==> config.mk <==
export PLATFORM = sky130hd
export DESIGN_NAME = spi_buf_master
export DESIGN_NICKNAME = d
export VERILOG_FILES = /design/src/rtl/spi_buf_pkg.sv /design/src/rtl/spi_buf_fifo.sv /design/src/rtl/spi_buf_shifter.sv /design/src/rtl/spi_buf_irq.sv /design/src/rtl/spi_buf_master.sv
export SDC_FILE = /design/constraint.sdc
export NUM_CORES = 1
export LEC_CHECK = 0
export ABC_AREA = 1
export BUFFER_PORTS_ARGS = -buffer_cell sky130_fd_sc_hd__buf_2
export CORE_ASPECT_RATIO = 0.9
export CORE_UTILIZATION = 30
export CTS_BUF_LIST = sky130_fd_sc_hd__clkbuf_4 sky130_fd_sc_hd__clkbuf_8
export CTS_CLUSTER_DIAMETER = 40
export DETAILED_ROUTE_END_ITERATION = 7
export PLACE_DENSITY = 0.44
export SLEW_MARGIN = 20
export SYNTH_ARGS = -nofsm -noshare
export SYNTH_HDL_FRONTEND = slang
export SYNTH_SLANG_ARGS = --single-unit
==> constraint.sdc <==
create_clock -name clk -period 1.26 [get_ports clk]
set_input_delay 0.063 -clock clk [delete_from_list [all_inputs] [get_ports clk]]
set_output_delay 0.063 -clock clk [all_outputs]
set_load 0.02 [all_outputs]
==> src/rtl/spi_buf_pkg.sv <==
package spi_buf_pkg;
  typedef enum logic [2:0] {
    IRQ_RX_DRAINED  = 3'b000,
    IRQ_RX_AVAIL    = 3'b001,
    IRQ_RX_3Q       = 3'b010,
    IRQ_RX_FULL     = 3'b011,
    IRQ_WORD_LOADED = 3'b100,
    IRQ_XFER_DONE   = 3'b101,
    IRQ_TX_DRAINED  = 3'b110,
    IRQ_TX_FULL     = 3'b111
  } irq_mode_e;
endpackage

==> src/rtl/spi_buf_fifo.sv <==
module spi_buf_fifo #(
  parameter int W     = 8,
  parameter int DEPTH = 4
) (
  input  logic                        clk,
  input  logic                        rst_n,
  input  logic                        clr,
  input  logic                        push,
  input  logic [W-1:0]                wdata,
  input  logic                        pop,
  output logic [W-1:0]                rdata,
  output logic [$clog2(DEPTH+1)-1:0]  count,
  output logic                        full,
  output logic                        empty,
  output logic                        push_ok,
  output logic                        pop_ok
);
  localparam int AW = (DEPTH > 1) ? $clog2(DEPTH) : 1;
  localparam int CW = $clog2(DEPTH + 1);

  logic [W-1:0]  mem [DEPTH];
  logic [AW-1:0] wr_q, wr_n, rd_q, rd_n;
  logic [CW-1:0] cnt_q, cnt_n;

  assign full    = (cnt_q == CW'(DEPTH));
  assign empty   = (cnt_q == '0);
  assign push_ok = push && !full;
  assign pop_ok  = pop && !empty;
  assign count   = cnt_q;
  assign rdata   = mem[rd_q];

  function automatic logic [AW-1:0] bump(input logic [AW-1:0] p);
    return (p == AW'(DEPTH - 1)) ? '0 : p + AW'(1);
  endfunction

  always_comb begin
    wr_n  = wr_q;
    rd_n  = rd_q;
    cnt_n = cnt_q;
    if (clr) begin
      wr_n  = '0;
      rd_n  = '0;
      cnt_n = '0;
    end else begin
      if (push_ok) wr_n = bump(wr_q);
      if (pop_ok)  rd_n = bump(rd_q);
      if (push_ok && !pop_ok)      cnt_n = cnt_q + CW'(1);
      else if (pop_ok && !push_ok) cnt_n = cnt_q - CW'(1);
    end
  end

  always_ff @(posedge clk or negedge rst_n) begin
    if (!rst_n) begin
      wr_q  <= '0;
      rd_q  <= '0;
      cnt_q <= '0;
    end else begin
      wr_q  <= wr_n;
      rd_q  <= rd_n;
      cnt_q <= cnt_n;
    end
  end

  always_ff @(posedge clk) begin
    if (push_ok && !clr) mem[wr_q] <= wdata;
  end
endmodule

==> src/rtl/spi_buf_shifter.sv <==
module spi_buf_shifter #(
  parameter int W       = 8,
  parameter int CLK_DIV = 4
) (
  input  logic         clk,
  input  logic         rst_n,
  input  logic         clr,
  input  logic         run,
  input  logic         load_req,
  input  logic [W-1:0] load_data,
  input  logic         miso,
  output logic         load_ack,
  output logic         done,
  output logic [W-1:0] rx_word,
  output logic         busy,
  output logic         sck,
  output logic         mosi
);
  localparam int HALF = CLK_DIV / 2;
  localparam int DW   = (HALF > 1) ? $clog2(HALF) : 1;
  localparam int BW   = (W > 1) ? $clog2(W) : 1;

  logic          busy_q, busy_n;
  logic          sck_q, sck_n;
  logic          samp_q, samp_n;
  logic [DW-1:0] div_q, div_n;
  logic [BW-1:0] bit_q, bit_n;
  logic [W-1:0]  sr_q, sr_n;
  logic          tick, last;

  assign tick     = busy_q && run && (div_q == DW'(HALF - 1));
  assign last     = (bit_q == BW'(W - 1));
  assign load_ack = !clr && !busy_q && run && load_req;
  assign done     = tick && sck_q && last;
  assign rx_word  = {sr_q[W-2:0], samp_q};
  assign busy     = busy_q;
  assign sck      = sck_q;
  assign mosi     = busy_q & sr_q[W-1];

  always_comb begin
    busy_n = busy_q;
    sck_n  = sck_q;
    samp_n = samp_q;
    div_n  = div_q;
    bit_n  = bit_q;
    sr_n   = sr_q;
    if (clr) begin
      busy_n = 1'b0;
      sck_n  = 1'b0;
      div_n  = '0;
      bit_n  = '0;
    end else if (load_ack) begin
      busy_n = 1'b1;
      sck_n  = 1'b0;
      div_n  = '0;
      bit_n  = '0;
      sr_n   = load_data;
    end else if (busy_q && run) begin
      if (tick) begin
        div_n = '0;
        sck_n = !sck_q;
        if (!sck_q) begin
          samp_n = miso;
        end else begin
          sr_n  = rx_word;
          bit_n = bit_q + BW'(1);
          if (last) busy_n = 1'b0;
        end
      end else begin
        div_n = div_q + DW'(1);
      end
    end
  end

  always_ff @(posedge clk or negedge rst_n) begin
    if (!rst_n) begin
      busy_q <= 1'b0;
      sck_q  <= 1'b0;
      samp_q <= 1'b0;
      div_q  <= '0;
      bit_q  <= '0;
      sr_q   <= '0;
    end else begin
      busy_q <= busy_n;
      sck_q  <= sck_n;
      samp_q <= samp_n;
      div_q  <= div_n;
      bit_q  <= bit_n;
      sr_q   <= sr_n;
    end
  end
endmodule

==> src/rtl/spi_buf_irq.sv <==
module spi_buf_irq
  import spi_buf_pkg::*;
#(
  parameter int DEPTH = 4
) (
  input  logic                       clk,
  input  logic                       rst_n,
  input  logic                       clr,
  input  irq_mode_e                  mode,
  input  logic [$clog2(DEPTH+1)-1:0] tx_cnt,
  input  logic [$clog2(DEPTH+1)-1:0] rx_cnt,
  input  logic                       tx_push,
  input  logic                       rx_push,
  input  logic                       rx_pop,
  input  logic                       load_ack,
  input  logic                       done,
  output logic                       irq
);
  localparam int CW = $clog2(DEPTH + 1);
  localparam int TQ = (3 * DEPTH + 3) / 4;

  logic irq_q, irq_n;
  logic rx_drained, tx_drained;

  assign rx_drained = rx_pop && !rx_push && (rx_cnt == CW'(1));
  assign tx_drained = load_ack && !tx_push && (tx_cnt == CW'(1));

  always_comb begin
    irq_n = 1'b0;
    if (!clr) begin
      case (mode)
        IRQ_RX_DRAINED:  irq_n = rx_drained;
        IRQ_RX_AVAIL:    irq_n = (rx_cnt != '0);
        IRQ_RX_3Q:       irq_n = (rx_cnt >= CW'(TQ));
        IRQ_RX_FULL:     irq_n = (rx_cnt == CW'(DEPTH));
        IRQ_WORD_LOADED: irq_n = load_ack;
        IRQ_XFER_DONE:   irq_n = done;
        IRQ_TX_DRAINED:  irq_n = tx_drained;
        IRQ_TX_FULL:     irq_n = (tx_cnt == CW'(DEPTH));
        default:         irq_n = 1'b0;
      endcase
    end
  end

  always_ff @(posedge clk or negedge rst_n) begin
    if (!rst_n) irq_q <= 1'b0;
    else        irq_q <= irq_n;
  end

  assign irq = irq_q;
endmodule

==> src/rtl/spi_buf_master.sv <==
module spi_buf_master
  import spi_buf_pkg::*;
#(
  parameter int DATA_W  = 8,
  parameter int DEPTH   = 4,
  parameter int CLK_DIV = 4
) (
  input  logic                       clk,
  input  logic                       rst_n,
  input  logic                       enable,
  input  logic                       stop_in_idle,
  input  logic                       idle,
  input  logic [2:0]                 irq_sel,
  input  logic                       ovf_clr,
  input  logic                       tx_valid,
  input  logic [DATA_W-1:0]          tx_data,
  output logic                       tx_ready,
  output logic                       rx_valid,
  output logic [DATA_W-1:0]          rx_data,
  input  logic                       rx_ready,
  output logic                       sck,
  output logic                       mosi,
  input  logic                       miso,
  output logic                       pins_en,
  output logic                       sr_empty,
  output logic                       rx_empty,
  output logic                       rx_full,
  output logic                       tx_full,
  output logic                       rx_ovf,
  output logic [$clog2(DEPTH+1)-1:0] elem_cnt,
  output logic                       irq
);
  localparam int CW = $clog2(DEPTH + 1);

  logic [1:0]        rst_sync_q;
  logic              rst_i_n;
  logic              clr, run;
  logic              load_ack, done, busy;
  logic [DATA_W-1:0] tx_head, rx_word;
  logic [CW-1:0]     tx_cnt, rx_cnt;
  logic              tx_push_ok, tx_pop_ok, rx_push_ok, rx_pop_ok;
  logic              tx_empty;
  logic              ovf_q, ovf_n;

  always_ff @(posedge clk or negedge rst_n) begin
    if (!rst_n) rst_sync_q <= 2'b00;
    else        rst_sync_q <= {rst_sync_q[0], 1'b1};
  end
  assign rst_i_n = rst_sync_q[1];

  assign clr = !enable;
  assign run = enable && !(stop_in_idle && idle);

  spi_buf_fifo #(.W(DATA_W), .DEPTH(DEPTH)) u_txq (
    .clk(clk), .rst_n(rst_i_n), .clr(clr),
    .push(tx_valid && enable), .wdata(tx_data),
    .pop(load_ack), .rdata(tx_head),
    .count(tx_cnt), .full(tx_full), .empty(tx_empty),
    .push_ok(tx_push_ok), .pop_ok(tx_pop_ok)
  );

  spi_buf_fifo #(.W(DATA_W), .DEPTH(DEPTH)) u_rxq (
    .clk(clk), .rst_n(rst_i_n), .clr(clr),
    .push(done), .wdata(rx_word),
    .pop(rx_ready && enable), .rdata(rx_data),
    .count(rx_cnt), .full(rx_full), .empty(rx_empty),
    .push_ok(rx_push_ok), .pop_ok(rx_pop_ok)
  );

  spi_buf_shifter #(.W(DATA_W), .CLK_DIV(CLK_DIV)) u_shift (
    .clk(clk), .rst_n(rst_i_n), .clr(clr), .run(run),
    .load_req(!tx_empty), .load_data(tx_head), .miso(miso),
    .load_ack(load_ack), .done(done), .rx_word(rx_word),
    .busy(busy), .sck(sck), .mosi(mosi)
  );

  spi_buf_irq #(.DEPTH(DEPTH)) u_irq (
    .clk(clk), .rst_n(rst_i_n), .clr(clr),
    .mode(irq_mode_e'(irq_sel)),
    .tx_cnt(tx_cnt), .rx_cnt(rx_cnt),
    .tx_push(tx_push_ok), .rx_push(rx_push_ok), .rx_pop(rx_pop_ok),
    .load_ack(tx_pop_ok), .done(done), .irq(irq)
  );

  always_comb begin
    ovf_n = ovf_q;
    if (clr)                  ovf_n = 1'b0;
    else if (done && rx_full) ovf_n = 1'b1;
    else if (ovf_clr)         ovf_n = 1'b0;
  end

  always_ff @(posedge clk or negedge rst_i_n) begin
    if (!rst_i_n) ovf_q <= 1'b0;
    else          ovf_q <= ovf_n;
  end

  assign tx_ready = enable && !tx_full;
  assign rx_valid = !rx_empty;
  assign pins_en  = enable;
  assign sr_empty = !busy;
  assign rx_ovf   = ovf_q;
  assign elem_cnt = tx_cnt;
endmodule

# Word-level counts from Yosys, hierarchy flattened
# Memories as Yosys holds them, arrays and structs flattened.
# Cells that the tools add are included.
# op_classes
n_eq_ne,27
bitwise_logic,3
order_cmp,1
reduce_logical,48
mux,50
n_addsub,10
# op_table
cell,n
$mux 3,11
$mux 8,4
$logic_and 1x1->1,25
$mux 2,12
$mux 1,22
$eq 3x3->1 const B,7
$ne 3x1->1 const B,7
$logic_not 1->1,11
$add 3x1->3 const B,3
$eq 3x1->1 const B,3
$logic_not 3->1,3
$add 2x1->2 const B,4
$eq 2x2->1 const B,4
$ne 2x1->1 const B,4
$pmux 1 s8,1
$reduce_and 4->1,2
$eq 3x2->1 const B,2
$reduce_bool 2->1,3
$sub 3x1->3 const B,2
$reduce_and 5->1,1
$ge 3x2->1 const B,1
$reduce_and 3->1,1
$reduce_bool 3->1,1
$not 1->1,2
other kinds (3),3
# totals
ff_bits,33
word_cells,156
n_memories,2
mem_bits_rw,64
inputBits,20
# memory_table
memory,depth,word_bits,rd,rd_clocked_by_memory_dff,write_ports,line,text
u_rxq.mem,4,8,1,0,1,spi_buf_fifo.sv:21,logic [W-1:0] mem [DEPTH];
u_txq.mem,4,8,1,0,1,spi_buf_fifo.sv:21,

# Depth between registers and ports, before layout
# Gate-level depths: netlist of run 1.
# depth
ltp_word,13
ltp_mapped,11

# By module
# From an unflattened synthesis of run 1, not the netlist that was laid out.
# hier_totals
hier_cells,467
hier_area_um2,4649.5
# modules_own_cells
module,cells_per_inst,seq_area_each_um2,n_inst,area_per_inst_um2
spi_buf_fifo (u_txq),146,1136.1,1,1717.9
spi_buf_fifo (u_rxq),147,1136.1,1,1711.6
spi_buf_shifter,114,375.4,1,879.6
spi_buf_irq,41,25.0,1,191.4
spi_buf_master,19,75.1,1,148.9

# Worst setup path after synthesis of run 1
# Ideal clock, no wire load.
# synth_timing
path_kind,register -> register
start,"register u_txq.cnt_q[0], in the netlist u_txq.count[0]"
end,"memory u_txq.mem[0][0], enable pin"
path_buffers,0
required_ns,0.889
setup_ns,0.371
slack_ns,-0.870
path_stages_with_launch,8
synth_period_minus_slack_ns,2.130
arrival_time_ns,1.759
path_cell_list,dfrtp_1 inv_1 ha_1 nand2_1 inv_1 nor2_1 inv_1 nor2_1
# synth_via
elab_chain_len,6
# synth_lines
item,line,text
"start, declared",spi_buf_fifo.sv:23,"logic [CW-1:0] cnt_q, cnt_n;"
"start signal, assigned",spi_buf_fifo.sv:60,cnt_q <= cnt_n;
$eq 3x3->1,spi_buf_fifo.sv:25,assign full = (cnt_q == CW'(DEPTH));
net tx_full,spi_buf_master.sv:28,"output logic tx_full,"
$logic_not 1->1,spi_buf_fifo.sv:27,assign push_ok = push && !full;
$logic_and 1x1->1,spi_buf_fifo.sv:27,
$logic_and 1x1->1,spi_buf_fifo.sv:65,if (push_ok && !clr) mem[wr_q] <= wdata;
$mux 1,spi_buf_fifo.sv:65,
$mux 1 (implied by the code),spi_buf_fifo.sv:65,
"end, declared",spi_buf_fifo.sv:21,
# The timed path passes the listed nets, and every way through them passes these cells.

# Worst setup path in the final report of run 1
# layout_timing
start,"register u_txq.cnt_q[1], in the netlist u_txq.count[1]"
end,"memory u_txq.mem[0][0], enable pin"
# layout_via
elab_chain_len,6
# layout_lines
item,line
$eq 3x3->1,spi_buf_fifo.sv:25
$logic_not 1->1,spi_buf_fifo.sv:27
$logic_and 1x1->1,spi_buf_fifo.sv:27
$logic_and 1x1->1,spi_buf_fifo.sv:65
$mux 1,spi_buf_fifo.sv:65
$mux 1 (implied by the code),spi_buf_fifo.sv:65
# Every way passes these cells.

==> flow_summary.ini, run 1 <==
[critical_path]
required_ns = 1.32
cp.depth = 7
r2r_end = u_txq.mem[0][0]
crit_chain = inv_4 -> ha_4 -> nand2_4 -> clkinv_4 -> nor2_4 -> inv_6 -> nor2_4
crit_path_end = u_txq.mem[0][0]
cp_max_fo = 8
crit_top_cell = nor2_4
critPathSlowestCell = dfrtp_2
arrival_ns = 1.61
crit_path_max_incr_delay_ns = 0.39
worstSetupStartpointType = register
cp_top_family = simple AND/OR/NAND/NOR gates
rr_worst_depth = 7
crit_start = u_txq.count[1]
cp.buffers_inverters = 3
worstSetupEndpointType = register
reg2reg_from = u_txq.count[1]
rrSetupSlack_ns = -0.29
worstSetupPathType = reg2reg

[floorplanning]
start_util = 0.310
num_io_pins = 42
die-height_um = 117
fp.dieW_um = 129
rows = 41
dieArea_mm2 = 0.0151
coreArea_mm2 = 0.0142

[global_routing]
met1_usage = 0.195
met2_usage = 0.233
grt_pass1_vias = 3189
grt_overflow = 0
met3_usage = 0.0440
grt_max_degree = 32
grt_pass1_wl_um = 16400
antenna_found_initial = 0
grt_usage = 0.146
grt_busiest_layer = met2

[power_and_ir_drop]
power_density_mw_per_mm2 = 1710
power_mw = 11.1
p_switching_mw = 3.91
combPwrFrac = 0.426
ir_drop_v = 0.00107
clockPowerShare = 0.192
p_seq_frac = 0.383
internal_power_mw = 7.24
switching_share = 0.350
cellLeakagePower_nw = 2.71

[clock_network]
clock_latency_ns = 0.38
root_buffer = clkbuf_8
clk_pin_slew_ns = 0.09
cts_buffers = 9
cts_max_path_buffers = 2
cts-htree-levels = 3
cts.sinks = 97
cts_tree = done

[synthesis]
ys_async_sr_fraction = 0.340
yosys_most_used_dff = edfxtp_1
synth_cells = 404
synth_nets = 443
synth_warnings = 0
syn-cell-area_mm2 = 0.00439
yosysUniqueCellTypes = 36
avgSynthCellArea_um2 = 10.9
ys_ff_latch = 97
ys_seq_area_frac = 0.627
synth-edff-count = 64

[placed_design]
io_buffers = 41
place.gp.congestion = 0.770
hpwlAfterDp_um = 7010

[layout]
final_nets = 579
drive_gt1_frac = 0.459
n_fill_cell = 1352
utilization = 0.461
area_delta_synth_final_pct = 49.0
num_antenna_cells = 0

[route]
drc = 0
viasPerCell = 4.50
wirelength_um = 10200
drtAntennaViolNets = 0
first_pass_iters = 4
drt_iter0_drc = 196
routedWlPerCell_um = 13.9
dr_total_vias = 3320

[timing]
setup_viol = 104
final.setup.worst_slack_ns = -0.294
grt_setup_unrepaired = yes
hold_violations = 0
finalCritPeriodShare = 1.23
skew_ns = 0.0105
drv_slew = 0
period_minus_slack_ns = 1.55
max_freq_mhz = 643

[status]
failed_checks = negative setup slack
outcome = complete, but fails checks

[hold_path]
hp-class = in2reg

[flow_run]
maxCapViolations = 0
## metrics by stage
stage	setup slack [ns]	TNS (ns)	std cells	hold slack, ns	instance area, um2
final	-0.294	-23.18	738	0.0480	6530
after global routing	-0.400	-31.36	738	0.0527	6530
after CTS	-0.296	-23.54	731	0.0225	6300
after detailed placement	-0.287	-20.22	690	-0.149	5580
after global placement	-0.280	-19.26	690	-0.151	5580
after floorplan	-0.293	-19.70	404	-0.233	4600
## cells in the mapped netlist, types with 3 or more instances
cell type,count,area share
buf_2,4,0.0046
ha_1,19,0.054
o22ai_1,10,0.014
nor3_1,7,0.0080
inv_1,42,0.036
nand2_2,4,0.0057
dfrtp_1,33,0.19
nor2_1,46,0.039
o31ai_1,3,0.0051
clkbuf_1,6,0.0051
nand2_1,57,0.049
o21ai_0,41,0.047
a32o_1,5,0.011
nand4_1,3,0.0043
edfxtp_1,64,0.44
nand3b_1,4,0.0068
a21oi_1,16,0.018
nand3_1,16,0.018
## registers in the layout (all words and copies together), names as in the netlist
signal          count
u_rxq.count         3
u_shift.sr_q        8
u_rxq.mem          32
u_txq.wr_q          2
u_shift.div_q       1
rst_sync_q          2
u_shift.busy        1
u_shift.sck         1
u_txq.rd_q          2
u_rxq.wr_q          2
u_shift.samp_q      1
u_rxq.rd_q          2
u_shift.bit_q       3
u_txq.mem          32
u_irq.irq           1
rx_ovf              1
u_txq.count         3
## repair_timing
item | in CTS | in global routing
pin swaps | 22 | 19
resized for setup | 106 | 57
endpoints found under the setup margin | 106 | 110
gates cloned | 1 | 0
hold endpoints to repair | 36 | 1
setup buffers | 12 | 8
hold buffers | 12 | 1
## worst min-delay path by stage
| stage | cells after the start | start | end |
|---|---|---|---|
| after floorplan | 0 | rst_n | rst_sync_q[0] |
| after global placement | 1 | rst_n | rst_sync_q[1] |
| after detailed placement | 1 | rst_n | rst_sync_q[1] |
| after CTS | 3 | enable | u_shift.busy |
| after global routing | 3 | ovf_clr | rx_ovf |
| final | 3 | ovf_clr | rx_ovf |
## worst reg2reg max path: cells and delay by family (launching register included)
kind | cells | cell delay (ns)
adders and majority gates | 1 | 0.17
buffers and inverters | 3 | 0.21
DFF | 1 | 0.39
and+or+nand+nor | 3 | 0.49
## metal layers
| layer | routed length (um) | vias up |
|---|---|---|
| met2 | 4870 | 46 |
| met4 | 82 | 0 |
| li1 | - | 1669 |
| met3 | 375 | 7 |
| met1 | 4920 | 1598 |
| met5 | 0 | - |
## area by class of cell
class | count | area, um2 | area share
sequential | 97 | 2750 | 0.421
multi-input combinational | 250 | 1890 | 0.289
timing repair buffer | 137 | 1240 | 0.190
tap | 193 | 241 | 0.0370
inverter | 45 | 199 | 0.0304
clock buffer | 12 | 153 | 0.0234
clock inverter | 4 | 52.6 | 0.00804
## power groups by stage
stage / sequential, mW / combinational (mW) / clock (mW)
global route: 4.33 / 5.17 / 2.32
finish: 4.27 / 4.74 / 2.14
CTS: 4.25 / 4.43 / 2.21
detailed placement: 4.31 / 3.71 / 0
global placement: 4.30 / 3.69 / 0
floorplan: 4.28 / 2.18 / 0
## cell families after synthesis
| logic type | share of synthesized area |
|---|---|
| flip-flops | 0.627 |
| multiplexers | 0.00257 |
| AND/OR/NAND/NOR | 0.148 |
| other | 0.000855 |
| XOR/XNOR | 0.00599 |
| AO/OA/AOI/OAI | 0.110 |
| buffers and inverters | 0.0516 |
| adder cells (fa/ha/maj) | 0.0542 |
## placed cells by master (no fill, tap or decap), types with 3 or more instances in the layout
cell type,n
edfxtp_1,64
buf_4,55
nand2_1,44
buf_6,32
dfrtp_1,28
inv_1,26
buf_2,26
nor2_1,25
o21ai_2,18
nor2_4,16
o21ai_1,14
a21oi_1,14
ha_1,13
dlygate4sd3_1,13
nand3_1,11
o21ai_0,11
clkbuf_8,10
inv_2,9
nand2_4,9
o22ai_2,9
buf_12,9
nand2_2,8
nor3_1,7
inv_4,6
nor2_2,5
a32o_1,5
ha_4,5
dfrtp_2,5
inv_6,4
nand3b_1,4
nand3_2,4
nand4_1,3
No activity file was read; power rests on OpenSTA's default activity.
==> run 2, diff against run 1 <==
--- a/config.mk
+++ b/config.mk
@@ -12,7 +12,7 @@
 export CTS_BUF_LIST = sky130_fd_sc_hd__clkbuf_4 sky130_fd_sc_hd__clkbuf_8
 export CTS_CLUSTER_DIAMETER = 40
 export DETAILED_ROUTE_END_ITERATION = 7
-export PLACE_DENSITY = 0.44
+export PLACE_DENSITY = 0.53
 export SLEW_MARGIN = 20
 export SYNTH_ARGS = -nofsm -noshare
 export SYNTH_HDL_FRONTEND = slang
==> flow_summary.ini, run 2 (synthesis results as in run 1) <==
[clock_network]
cts_tree = done
cts.sinks = 97
cts_max_path_buffers = 2
cts_buffers = 9
root_buffer = clkbuf_8
clk_pin_slew_ns = 0.10
cts-htree-levels = 3
clock_latency_ns = 0.37

[placed_design]
place.gp.congestion = 0.762
dp.cells = 692
hpwlAfterDp_um = 7020
io_buffers = 41
post_dp_cell_area_mm2 = 0.00553

[critical_path]
required_ns = 1.35
worstSetupPathType = reg2reg
reg2reg_from = u_shift.bit_q[1]
crit_start = u_shift.bit_q[1]
cp_max_fo = 7
worstSetupStartpointType = register
rr_worst_depth = 7
arrival_ns = 1.62
worstSetupEndpointType = register

[timing]
hold_violations = 1
grt_setup_unrepaired = yes
setup_viol = 105
drv_slew = 0
finalCritPeriodShare = 1.22
period_minus_slack_ns = 1.53
finalHoldWorstSlack_ns = -0.0127
skew_ns = 0.0154
max_freq_mhz = 652
final.setup.worst_slack_ns = -0.273

[route]
first_pass_iters = 4
drt_iter0_drc = 110
drc = 0
drtAntennaViolNets = 0
viasPerCell = 4.51
routedWlPerCell_um = 13.7
dr_total_vias = 3325
wirelength_um = 10100

[global_routing]
grt_usage = 0.148
met2_usage = 0.253
met3_usage = 0.0385
grt_pass1_vias = 3380
met1_usage = 0.182
grt_pass1_wl_um = 16500
grt_max_degree = 32
grt_overflow = 0
antenna_found_initial = 0
grt_busiest_layer = met2

[hold_path]
hp-class = in2reg
hold_start = enable
hold_depth = 3

[floorplanning]
dieArea_mm2 = 0.0151
die-height_um = 117
coreArea_mm2 = 0.0142
start_util = 0.310
fp.dieW_um = 129
num_io_pins = 42
rows = 41

[layout]
final_area_mm2 = 0.00655
num_antenna_cells = 0
fin_cells = 737
area_delta_synth_final_pct = 49.4
n_fill_cell = 1342
reg_top3 = u_rxq.mem: 32 flops, u_txq.mem: 32 flops, u_shift.sr_q: 8 flops
final_nets = 578
final_cell_mix = 64 x edfxtp_1, 54 x buf_4, 44 x nand2_1, 36 x buf_6, 30 x dfrtp_1
drive_gt1_frac = 0.465
final_common_cell = edfxtp_1

[power_and_ir_drop]
cellLeakagePower_nw = 2.70
power_density_mw_per_mm2 = 1730
ir_drop_v = 0.000773

[status]
failed_checks = negative hold slack, negative setup slack
outcome = complete, but fails checks

[flow_run]
maxCapViolations = 0
==> run 2: cell count changes in the layout (fill, tap and decap cells not counted), moves of 2 or more <==
cell        previous run  this run
nor2_4                16        13
nand2_2                8         6
nor3_1                 7         5
buf_6                 32        36
clkinvlp_4             0         2
buf_12                 9         6
nor3_2                 0         2
nor2_2                 5         8
inv_4                  6         4
dfrtp_2                5         3
dfrtp_1               28        30
ha_4                   5         3
o31ai_4                0         2
==> run 2: area by class of cell <==
cell class	instances	area, um2	share of cell area
Clock inverter	4	76.3	0.0116
Timing Repair Buffer	136	1220	0.186
Tap cell	193	241	0.0369
Sequential cell	97	2750	0.420
Clock buffer	12	153	0.0233
Multi-Input combinational cell	250	1910	0.292
Inverter	45	198	0.0302
==> run 2: routing by layer <==
metal	share of wire	wire, um	vias to the layer above
met1	0.46	4670	1590
met5	0	0	-
met2	0.49	4960	52
met4	0.014	141	0
li1	-	-	1667
met3	0.034	342	16
==> run 2: power by group <==
group	internal, mW	switching [mW]
clock	1.22	1.07
combinational	2.27	2.49
sequential	3.90	0.384
total	7.40	3.94
==> run 2: worst paths after layout <==
kind,end,slack (ns)
setup / recovery,u_rxq.mem[0][3],-0.27
hold / removal,u_shift.busy,-0.01
setup reg to reg,u_rxq.mem[0][3],-0.27
hold reg to reg,u_shift.sr_q[4],0.26
max in group asynchronous,rst_sync_q[1],0.59
min in group asynchronous,u_shift.sr_q[4],0.26
==> run 2: stage by stage <==
step	hold slack (ns)	setup TNS [ns]	total power [mW]	setup slack (ns)	util
2_1_floorplan	-0.233	-19.70	6.47	-0.293	-
3_3_place_gp	-0.151	-16.52	7.94	-0.240	0.390
3_5_place_dp	-0.149	-20.57	8.00	-0.306	0.390
4_1_cts	0.00257	-21.57	11.0	-0.279	0.442
5_1_grt	-0.0181	-29.72	12.0	-0.365	0.463
6_report	-0.0127	-22.38	11.3	-0.273	0.463
==> run 2: repair_timing <==
action	4_1_cts	5_1_grt
hold buffers	11	1
buffers inserted	10	7
endpoints found under the setup margin	107	109
endpoints found under the hold margin	35	2
pin swaps	13	20
resized for setup	105	65
cloned	0	2
==> run 2: critical path, cell delays in order, from the launching register on <==
cell	delay [ns]
dfrtp_1	0.38
ha_2	0.20
ha_4	0.13
inv_4	0.04
nor2_8	0.14
nand2_8	0.11
nor2_4	0.12
buf_6	0.12
==> run 3, diff against run 2 <==
--- a/config.mk
+++ b/config.mk
@@ -13,6 +13,7 @@
 export CTS_CLUSTER_DIAMETER = 40
 export DETAILED_ROUTE_END_ITERATION = 7
 export PLACE_DENSITY = 0.53
+export RECOVER_POWER = 25
 export SLEW_MARGIN = 20
 export SYNTH_ARGS = -nofsm -noshare
 export SYNTH_HDL_FRONTEND = slang
==> flow_summary.ini, run 3 (synthesis results as in run 1) <==
[global_routing]
grt_pass1_vias = 3380
grt_pass1_wl_um = 16500
grt_overflow = 0
grt_usage = 0.148
grt_max_degree = 32
antenna_found_initial = 0

[route]
drt_iter0_drc = 110
drc = 0
wirelength_um = 10100
first_pass_iters = 4
routedWlPerCell_um = 13.7
viasPerCell = 4.51
drtAntennaViolNets = 0
dr_total_vias = 3327

[timing]
max_freq_mhz = 652
drv_slew = 0
final.setup.worst_slack_ns = -0.273
finalHoldWorstSlack_ns = -0.0127
period_minus_slack_ns = 1.53
finalCritPeriodShare = 1.22
skew_ns = 0.0153
fin_tns_setup_ns = -22.39
grt_setup_unrepaired = yes
setup_viol = 105
hold_violations = 1

[clock_network]
clock_latency_ns = 0.37
root_buffer = clkbuf_8
cts_tree = done
cts_buffers = 9
clk_pin_slew_ns = 0.10
cts-htree-levels = 3
cts_max_path_buffers = 2
cts.sinks = 97

[critical_path]
rrSetupSlack_ns = -0.27
crit_chain = ha_2 -> ha_4 -> inv_4 -> nor2_8 -> nand2_8 -> nor2_4 -> buf_6
crit_path_max_incr_delay_ns = 0.38
worstSetupStartpointType = register
reg2reg_from = u_shift.bit_q[1]
arrival_ns = 1.62
cp_max_fo = 7
cp.buffers_inverters = 2
rr_worst_depth = 7
required_ns = 1.35
critPathSlowestCell = dfrtp_1
cp_top_family = flip-flops
worstSetupEndpointType = register
r2r_end = u_rxq.mem[0][3]
worstSetupPathType = reg2reg

[hold_path]
hold_depth = 3
hold_path_end = u_shift.busy
hold_start = enable
hp-class = in2reg

[layout]
final_common_cell = edfxtp_1
num_antenna_cells = 0
reg_top3 = u_rxq.mem: 32 flops, u_txq.mem: 32 flops, u_shift.sr_q: 8 flops
final_nets = 578
area_delta_synth_final_pct = 49.2
drive_gt1_frac = 0.452
utilization = 0.462
n_fill_cell = 1348
final_cell_mix = 64 x edfxtp_1, 54 x buf_4, 44 x nand2_1, 36 x buf_6, 30 x dfrtp_1

[floorplanning]
num_io_pins = 42
fp.dieW_um = 129
coreArea_mm2 = 0.0142
rows = 41
die-height_um = 117
start_util = 0.310
dieArea_mm2 = 0.0151

[placed_design]
place.gp.congestion = 0.762
hpwlAfterDp_um = 7020
io_buffers = 41

[power_and_ir_drop]
ir_drop_v = 0.000769
power_density_mw_per_mm2 = 1730
cellLeakagePower_nw = 2.68

[flow_run]
maxCapViolations = 0

[status]
outcome = complete, but fails checks
failed_checks = negative hold slack, negative setup slack
[run 3: changes by cell type in the layout (fill, tap and decap cells not counted)]
cell / delta
buf_2: -7
clkbuf_1: +7
[run 3: where the power goes]
part	leakage, nW	internal, mW	switching (mW)
Combinational	1.58	2.27	2.49
Sequential	0.991	3.90	0.384
Clock	0.114	1.22	1.07
Total	2.68	7.39	3.94
[run 3: cell type report]
| type | instances | area, um2 | area share |
|---|---|---|---|
| clock buffer | 12 | 153 | 0.0233 |
| clock inverter | 4 | 76.3 | 0.0117 |
| multi-input combinational | 250 | 1910 | 0.292 |
| tap | 193 | 241 | 0.0369 |
| inverter | 45 | 198 | 0.0302 |
| timing repair buffer | 136 | 1210 | 0.185 |
| sequential | 97 | 2750 | 0.420 |
[run 3: worst max path at each step]
stage	start	to	slack, ns	cells past startpoint
2_1_floorplan	u_txq.count[0]	u_txq.mem[0][0]	-0.29	7
3_3_place_gp	u_txq.count[1]	u_txq.count[2]	-0.24	10
3_5_place_dp	u_txq.count[1]	u_shift.sr_q[2]	-0.31	10
4_1_cts	u_txq.count[1]	u_shift.sr_q[4]	-0.28	10
5_1_grt	u_rxq.rd_q[0]	rx_data[5]	-0.36	5
6_report	u_shift.bit_q[1]	u_rxq.mem[0][3]	-0.27	7
[run 3: what timing repair did]
action | in CTS | in global routing
hold endpoints to repair | 35 | 2
gates cloned | 0 | 2
pin swaps | 13 | 20
hold buffers | 11 | 1
gates resized for setup | 105 | 65
setup endpoints to repair | 107 | 109
buffers inserted | 10 | 7
[run 3: per-stage QoR]
stage / setup WS [ns] / total power [mW] / cell area, um2 / std cells
floorplan: -0.293 / 6.47 / 4600 / 404
global placement: -0.240 / 7.94 / 5530 / 692
detailed placement: -0.306 / 8.00 / 5530 / 692
CTS: -0.279 / 11.0 / 6250 / 729
global route: -0.365 / 12.0 / 6540 / 737
finish: -0.273 / 11.3 / 6540 / 737
[run 3: metal layers]
layer / vias to the layer above / GRT usage / share of wire
li1: 1668 / - / -
met1: 1591 / 0.182 / 0.46
met2: 52 / 0.253 / 0.49
met3: 16 / 0.0385 / 0.034
met4: 0 / 0.0488 / 0.014
met5: - / 0 / 0
[run 3: tightest hold or removal path: cells and delay by family]
kind	cells	cell delay, ns
AND/OR/NAND/NOR	1	0.07
buffers and inverters	1	0.13
AO/OA/AOI/OAI	1	0.07
